`src/rtl/angrd_pkg.sv`:
```
package angrd_pkg;
  localparam int BYTE_W = 8;

  typedef enum logic [1:0] {
    RES_10 = 2'd0,
    RES_12 = 2'd1,
    RES_14 = 2'd2,
    RES_16 = 2'd3
  } res_e;

  function automatic logic [BYTE_W-1:0] lo_mask(input res_e r);
    case (r)
      RES_10:  lo_mask = 8'hC0;
      RES_12:  lo_mask = 8'hF0;
      RES_14:  lo_mask = 8'hFC;
      default: lo_mask = 8'hFF;
    endcase
  endfunction
endpackage

```
`src/rtl/angrd_freeze.sv`:
```
module angrd_freeze #(
  parameter int ANGLE_W    = 16,
  parameter int FREEZE_DLY = 3
) (
  input  logic               clk,
  input  logic               rst,
  input  logic [ANGLE_W-1:0] ang_in,
  input  logic               ang_vld,
  input  logic               hold_req,
  output logic [ANGLE_W-1:0] live,
  output logic [ANGLE_W-1:0] held,
  output logic               frozen
);
  logic [FREEZE_DLY-1:0] chain;

  generate
    if (FREEZE_DLY == 1) begin : g_one
      always_ff @(posedge clk) begin
        if (rst) chain <= '0;
        else     chain <= hold_req;
      end
    end else begin : g_multi
      always_ff @(posedge clk) begin
        if (rst) chain <= '0;
        else     chain <= {chain[FREEZE_DLY-2:0], hold_req};
      end
    end
  endgenerate

  assign frozen = chain[FREEZE_DLY-1];

  // The copy loads a complete registered word or nothing at all.
  always_ff @(posedge clk) begin
    if (rst) begin
      live <= '0;
      held <= '0;
    end else begin
      if (ang_vld) live <= ang_in;
      if (!frozen) held <= live;
    end
  end
endmodule

```
`src/rtl/angrd_drv.sv`:
```
module angrd_drv #(
  parameter int ON_DLY  = 2,
  parameter int OFF_DLY = 3
) (
  input  logic clk,
  input  logic rst,
  input  logic en_n,
  output logic drive
);
  localparam int MAXD = (ON_DLY > OFF_DLY) ? ON_DLY : OFF_DLY;
  localparam int CW   = $clog2(MAXD + 1);

  logic          act;
  logic [CW-1:0] cnt;
  logic [CW-1:0] lim_m1;

  assign act    = ~en_n;
  assign lim_m1 = act ? CW'(ON_DLY - 1) : CW'(OFF_DLY - 1);

  always_ff @(posedge clk) begin
    if (rst) begin
      drive <= 1'b0;
      cnt   <= '0;
    end else if (act != drive) begin
      if (cnt == lim_m1) begin
        drive <= act;
        cnt   <= '0;
      end else begin
        cnt <= cnt + CW'(1);
      end
    end else begin
      cnt <= '0;
    end
  end
endmodule

```
`src/rtl/angrd_bytesel.sv`:
```
module angrd_bytesel
  import angrd_pkg::*;
#(
  parameter int ANGLE_W = 16
) (
  input  logic [ANGLE_W-1:0] held,
  input  res_e               res,
  input  logic               drv_hi,
  input  logic               drv_lo,
  output logic [BYTE_W-1:0]  data,
  output logic [BYTE_W-1:0]  oe
);
  localparam int LO_TOP = ANGLE_W - BYTE_W - 1;

  logic [BYTE_W-1:0] hi_byte;
  logic [BYTE_W-1:0] lo_byte;

  assign hi_byte = held[ANGLE_W-1 -: BYTE_W];
  assign lo_byte = held[LO_TOP -: BYTE_W] & lo_mask(res);

  always_comb begin
    if (drv_hi) begin
      data = hi_byte;
      oe   = '1;
    end else if (drv_lo) begin
      data = lo_byte;
      oe   = '1;
    end else begin
      data = '0;
      oe   = '0;
    end
  end
endmodule

```
`src/rtl/angle_freeze_readout.sv`:
```
module angle_freeze_readout
  import angrd_pkg::*;
#(
  parameter int ANGLE_W    = 16,
  parameter int FREEZE_DLY = 3,
  parameter int EN_DLY     = 2,
  parameter int DIS_DLY    = 3
) (
  input  logic               clk,
  input  logic               rst,
  input  logic [ANGLE_W-1:0] ang_in,
  input  logic               ang_vld,
  input  logic               hold_req,
  input  logic [1:0]         res_sel,
  input  logic               msb_en_n,
  input  logic               lsb_en_n,
  output logic [7:0]         bus_out,
  output logic [7:0]         bus_oe,
  output logic               conflict
);
  logic [ANGLE_W-1:0] live;
  logic [ANGLE_W-1:0] held;
  logic               frozen;
  logic [1:0]         drv;
  logic [1:0]         en_n_vec;

  angrd_freeze #(
    .ANGLE_W   (ANGLE_W),
    .FREEZE_DLY(FREEZE_DLY)
  ) u_freeze (
    .clk     (clk),
    .rst     (rst),
    .ang_in  (ang_in),
    .ang_vld (ang_vld),
    .hold_req(hold_req),
    .live    (live),
    .held    (held),
    .frozen  (frozen)
  );

  assign en_n_vec = {msb_en_n, lsb_en_n};

  generate
    for (genvar i = 0; i < 2; i++) begin : g_drv
      angrd_drv #(
        .ON_DLY (EN_DLY),
        .OFF_DLY(DIS_DLY)
      ) u_drv (
        .clk  (clk),
        .rst  (rst),
        .en_n (en_n_vec[i]),
        .drive(drv[i])
      );
    end
  endgenerate

  angrd_bytesel #(
    .ANGLE_W(ANGLE_W)
  ) u_sel (
    .held  (held),
    .res   (res_e'(res_sel)),
    .drv_hi(drv[1]),
    .drv_lo(drv[0]),
    .data  (bus_out),
    .oe    (bus_oe)
  );

  always_ff @(posedge clk) begin
    if (rst)                        conflict <= 1'b0;
    else if (!msb_en_n && !lsb_en_n) conflict <= 1'b1;
  end
endmodule

```
`config.mk`:
```
export PLATFORM = sky130hd
export DESIGN_NAME = angle_freeze_readout
export DESIGN_NICKNAME = d
export VERILOG_FILES = /design/src/rtl/angrd_pkg.sv /design/src/rtl/angrd_freeze.sv /design/src/rtl/angrd_drv.sv /design/src/rtl/angrd_bytesel.sv /design/src/rtl/angle_freeze_readout.sv
export SDC_FILE = /design/constraint.sdc
export NUM_CORES = 1
export LEC_CHECK = 0
export CORE_MARGIN = 2
export CORE_UTILIZATION = 25
export CTS_BUF_LIST = sky130_fd_sc_hd__clkbuf_4 sky130_fd_sc_hd__clkbuf_8
export CTS_CLUSTER_SIZE = 8
export DETAILED_ROUTE_END_ITERATION = 12
export DONT_BUFFER_PORTS = 1
export PLACE_DENSITY = 0.44
export SLEW_MARGIN = 30
export SYNTH_ARGS = -nofsm -noshare
export SYNTH_HDL_FRONTEND = slang
export SYNTH_SLANG_ARGS = --single-unit
```
`constraint.sdc`:
```
create_clock -name clk -period 1.41 [get_ports clk]
set_input_delay 0.282 -clock clk [delete_from_list [all_inputs] [get_ports clk]]
set_output_delay 0.282 -clock clk [all_outputs]
set_load 0.03 [all_outputs]
```
# Word-level counts from Yosys, hierarchy flattened
# Cells that the tools add are included.
[word_totals]
reg_bits = 42
inputBits = 24
output_inout_bits = 17
elab_cells = 36
[classes]
n_addsub = 2
eq_ne = 6
n_mux = 7
bitwise = 5
reduce_logical = 8
[ops]
columns = ["op", "count"]
rows = [
  ["2-to-1 mux 8 bit", 4],
  ["case mux 6 bit (3 select lines)", 1],
  ["bitwise AND 8 bit", 1],
  ["OR reduction 3 bit", 2],
  ["adder 2 x 1 -> 2 bit (second input constant)", 2],
  ["== test 2 bit", 2],
  ["2-to-1 mux 2 bit", 2],
  ["inverter 1 bit", 4],
  ["AND reduction 2 bit", 2],
  ["== test 2 x 1 -> 1 bit (second input constant)", 1],
  ["== test 2 bit (second input constant)", 1],
  ["logical NOT 1 bit", 2],
  ["logical NOT 2 bit", 1],
  ["!= test 1 bit", 2],
  ["logical AND 1 bit", 1],
]

# Longest topological paths before layout
[depth]
ltp_word = 5
mapped_depth = 4
mapped_depth_nobuf = 2

# Modules after synthesis
# Synthesis repeated with hierarchy kept, for this count alone.
[unflattened]
hier_cells = 175
area_unflattened_um2 = 1744.2
[modules_own_cells]
columns = ["mod", "n_inst", "cells_per_inst", "area_per_inst_um2", "seq_area_each_um2"]
rows = [
  ["angrd_freeze", 1, 110, 1242.4, 700.7],
  ["angrd_drv", 2, 14, 137.6, 60.1],
  ["angrd_bytesel", 1, 34, 192.7, 0.0],
  ["angle_freeze_readout", 1, 3, 33.8, 20.0],
]

# Worst setup path after synthesis
# OpenSTA, ideal clock, no wires.
[synth_timing]
path_type = "flip-flop to output port"
from = "reg g_drv[1].u_drv.drive"
to = "out bus_out[4]"
arrival_time_ns = 1.170
t_required_ns = 1.128
path_slack_ns = -0.042
path_stages_with_launch = 3
path_buffers = 1
path_cell_list = "dfxtp_1 -> buf_2 -> o21ai_0"
[synth_via]
elab_chain_len = 1
[synth_lines]
columns = ["item", "line", "text"]
rows = [
  ["start, declared", "angrd_drv.sv:8", "output logic drive"],
  ["start signal, assigned", "angrd_drv.sv:26", "drive <= act;"],
  ["2-to-1 mux 8 bit", "angrd_bytesel.sv:22", "if (drv_hi) begin"],
  ["end, declared", "angle_freeze_readout.sv:17", "output logic [7:0] bus_out,"],
]
# No other way between the ends.

# Worst setup path after layout
[layout_timing]
from = "reg g_drv[1].u_drv.drive"
to = "out bus_oe[4]"
[layout_via]
elab_chain_len = 1
[layout_lines]
columns = ["item", "line", "text"]
rows = [
  ["2-to-1 mux 8 bit", "angrd_bytesel.sv:22", ""],
  ["end, declared", "angle_freeze_readout.sv:18", "output logic [7:0] bus_oe,"],
]
# No other way between the ends.

==> impl_summary.md <==
Global routing
The leftover overflow at the end of global routing is 0. The global-route wire length before repair is 5.75 mm. The initial antenna violation count is 0. The number of global-route vias before repair came to 1,132.

The aggregate global-route resource usage is 0.102. The maximum number of pins on one net before global-route repair is 43.

Synthesis
Sorting the synthesized cells by area gives the leading types as dfxtp_1, mux2i_1, nor2_1. The cell accounting for the most synthesized area is dfxtp_1. The synthesized design contains 42 register bits.

The portion of the post-synthesis area used by sequential elements is 0.495. The cell count after synthesis is 175. The average footprint of a synthesized cell is 9.70 sq um. The warning count from the yosys run is 0. The unique cell type count in the Yosys netlist is 27. The fraction of post-synthesis cell area in the top cell type by area is 0.495. In this run the cell area of the synthesized design comes to 1700 sq um. The net count of the mapped netlist is 199.

Clock tree
TritonCTS created 5 clock buffers. CTS placed an instance of clkbuf_8 at the clock tree root. The clock insertion delay at the later pin of the skew report is 0.29 ns. No sink is reached through more buffers than the 2 on the longest clock path. The clock transition time at the flip-flop clock pins of the worst setup and hold paths is 0.08 ns. The number of levels in the clock H-tree is 2. The TritonCTS clock tree is yes. The number of clock sinks is 42.

Status
The checks that failed: negative setup slack. The flow ran to the end, but the final reports show violations.

Cells and area
The final cell area excluding filler cells is 2090 sq um. The synthesis-to-finish area growth is 22.9%. The count of filler cells inserted in the layout is 693.

The share of cells above drive strength 1 is 0.225. The net count of the finished layout is 205. After the flow finishes, the layout carries non-filler instances totaling 262. 0 antenna diodes ended up in the layout.

Drt
In the routed design, unresolved DRC markers number 0. The final route contains 1,178 vias. In the routed layout, each cell is associated on average with a via count of 4.50. The number of detailed-route iterations in the first pass is 4. In this run, the number of DRC markers left after iteration 0 of detailed routing was 63.

The final layout contains routed wiring with a total length of 3.58 mm. The number of nets still failing antenna checks after routing is 0. In the final routed layout, each cell accounts on average for 13.7 um.

Die
The x dimension of the die is 86.4 um. The top-level port count is 41. The placeable core region is 6680 sq um. The cell row count is 30. The initial standard-cell utilization of the core is 0.254. The floorplan die height is 86.4 um. The die covers 7470 sq um.

Timing
The number of hold violations in the final report was 0. The worst setup skew after layout is 0.00586 ns. The share of the clock period used by the worst path is 1.04. The final-report max-slew violation count was 0. Setup repair after global routing could not meet its margin everywhere. The final count of negative-setup-slack endpoints is 16. The measured slew at the worst slew-check pin is 0.333 ns.

Subtracting the final worst setup slack from the clock period gives 1.46 ns. Once routing completed, OpenROAD measured the worst setup slack at -0.0540 ns. The relative slew slack is 0.778. The highest attainable clock frequency is 683 MHz.

Power and ir drop
The worst vdd rail ir drop is 520 uV. The overall power is 2.53 mW. The power per standard cell area is 1210 nW/um^2. The static leakage power is 0.787 nW.

Critical path
The maximum fanout encountered on the critical timing path is 8. At the worst endpoint, the arrival time is 1.18 ns. The critical path's slowest cell is dfxtp_4. Walking the worst path, the cells encountered are or2_4 > buf_16. The critical path is of the register to output pin type.

On the worst path, the slowest cell contributes a delay of 0.38 ns. At the worst endpoint, the required time is 1.13 ns. The category of the worst setup path capture point is an output pin. The category of the worst setup path launch point is a register.

Place
Detailed placement ended at an HPWL of 2.32 mm. Routability-driven placement finished with a final weighted congestion of 0.733. The total instance count after detailed placement is 250. The post-placement cell area is 1810 sq um. Port buffering added 0 buffers.

Run
Across the run, the number of max-cap violations was 0.

Hold path
The tightest min-delay check is of the input pin to register type.
-- timing repair --
action	in CTS	in global routing
endpoints found under the setup margin	16	16
gates resized for setup	17	11
cloned	0	1
hold buffers	0	0
buffers inserted	3	0
pin swaps	2	5
endpoints found under the hold margin	0	0
-- cell type report --
| type | instances | area [sq um] | share of cell area |
|---|---|---|---|
| clock buffer | 6 | 76.3 | 0.0366 |
| clock inverter | 2 | 37.5 | 0.0180 |
| inverter | 1 | 3.75 | 0.00180 |
| multi-input combinational | 114 | 813 | 0.390 |
| sequential | 42 | 848 | 0.406 |
| tap | 80 | 100 | 0.0480 |
| timing repair buffer | 17 | 208 | 0.0995 |
-- Yosys cell counts --
library cell / instances
dfxtp_1: 42
nor2_1: 33
mux2i_1: 32
nand2_1: 12
buf_4: 9
o21ai_1: 7
buf_2: 6
nor2b_1: 5
clkbuf_1: 3
a211oi_1: 2
a32o_1: 2
nand3_1: 2
nand3b_1: 2
nand4_1: 2
nand4b_1: 2
o211ai_1: 2
o21bai_1: 2
a21oi_1: 1
a21oi_2: 1
inv_2: 1
o21a_1: 1
o21ai_0: 1
or2_0: 1
or2_1: 1
or2_2: 1
or4b_1: 1
or4b_4: 1
-- stage by stage --
step	hold slack, ns	setup WS [ns]	setup TNS (ns)	utilization
finish	0.0636	-0.0540	-0.685	0.312
global route	0.0359	-0.126	-1.42	0.312
global placement	0.355	0.0703	0	0.271
CTS	0.0382	-0.0683	-0.565	0.301
detailed placement	0.356	0.0400	0	0.271
floorplan	0.410	0.0169	0	-
-- layout by cell type, fill, tap and decap left out --
master,netlist,final
nor2b_1,5,5
nand3_1,2,1
buf_16,0,1
buf_6,0,8
dfxtp_4,0,2
clkbuf_8,0,5
nand3b_1,2,2
dfxtp_1,42,40
nand2_1,12,10
o211ai_1,2,2
nor2_1,33,33
o21a_1,1,1
o21ai_1,7,1
o21ai_2,0,3
nand2_2,0,2
a211oi_1,2,2
or4b_1,1,1
inv_2,1,1
or2_4,0,1
nand4b_1,2,2
clkbuf_4,0,1
nand4_1,2,2
a21oi_1,1,1
bufinv_16,0,1
or2_0,1,1
buf_4,9,6
o21bai_1,2,2
or4b_4,1,1
clkinvlp_4,0,1
buf_12,0,1
o21ai_4,0,4
or2_1,1,1
mux2i_1,32,32
clkbuf_16,0,1
nand3_2,0,1
a32o_1,2,2
a21oi_2,1,1
-- state kept, by name (all words and copies together), names as in the netlist --
signal and count:
u_freeze.held 16, u_freeze.live 16, g_drv.u_drv.cnt 4, u_freeze.chain 3
g_drv.u_drv.drive 2, conflict 1
-- cells by family after synthesis --
kind of cell,after synthesis,share of synthesized area
AND/OR/NAND/NOR,63,0.175
multiplexers,32,0.189
flip-flops,42,0.495
AO/OA/AOI/OAI,19,0.0744
buffers and inverters,19,0.0663
-- per-layer routing --
| metal | global-route usage | wire length, um |
|---|---|---|
| met3 | 0.0410 | 238 |
| met4 | 0.0483 | 66 |
| met1 | 0.128 | 1720 |
| met2 | 0.152 | 1560 |
| met5 | 0 | 0 |
-- final timing paths --
path,end,start,cells past startpoint,slack [ns]
worst max-delay path,bus_oe[4],g_drv[1].u_drv.drive$_SDFFE_PP0P_,2,-0.05
worst min-delay path,g_drv[1].u_drv.cnt[0]$_SDFF_PP0_,rst,1,0.06
worst max register to register,g_drv[1].u_drv.cnt[1]$_SDFF_PP0_,g_drv[1].u_drv.drive$_SDFFE_PP0P_,3,0.15
worst min register to register,u_freeze.chain[1]$_SDFF_PP0_,u_freeze.chain[0]$_SDFF_PP0_,1,0.44
-- critical path, delay by kind of cell, from the launching register on --
kind,cells,cell delay [ns]
flip-flops,1,0.38
AND/OR/NAND/NOR,1,0.28
buffers and inverters,1,0.22
-- where the power goes --
group	internal [mW]	switching, mW
Sequential	1.25	0.0457
Combinational	0.128	0.148
Clock	0.548	0.415
(Power assumes the default switching activity.)
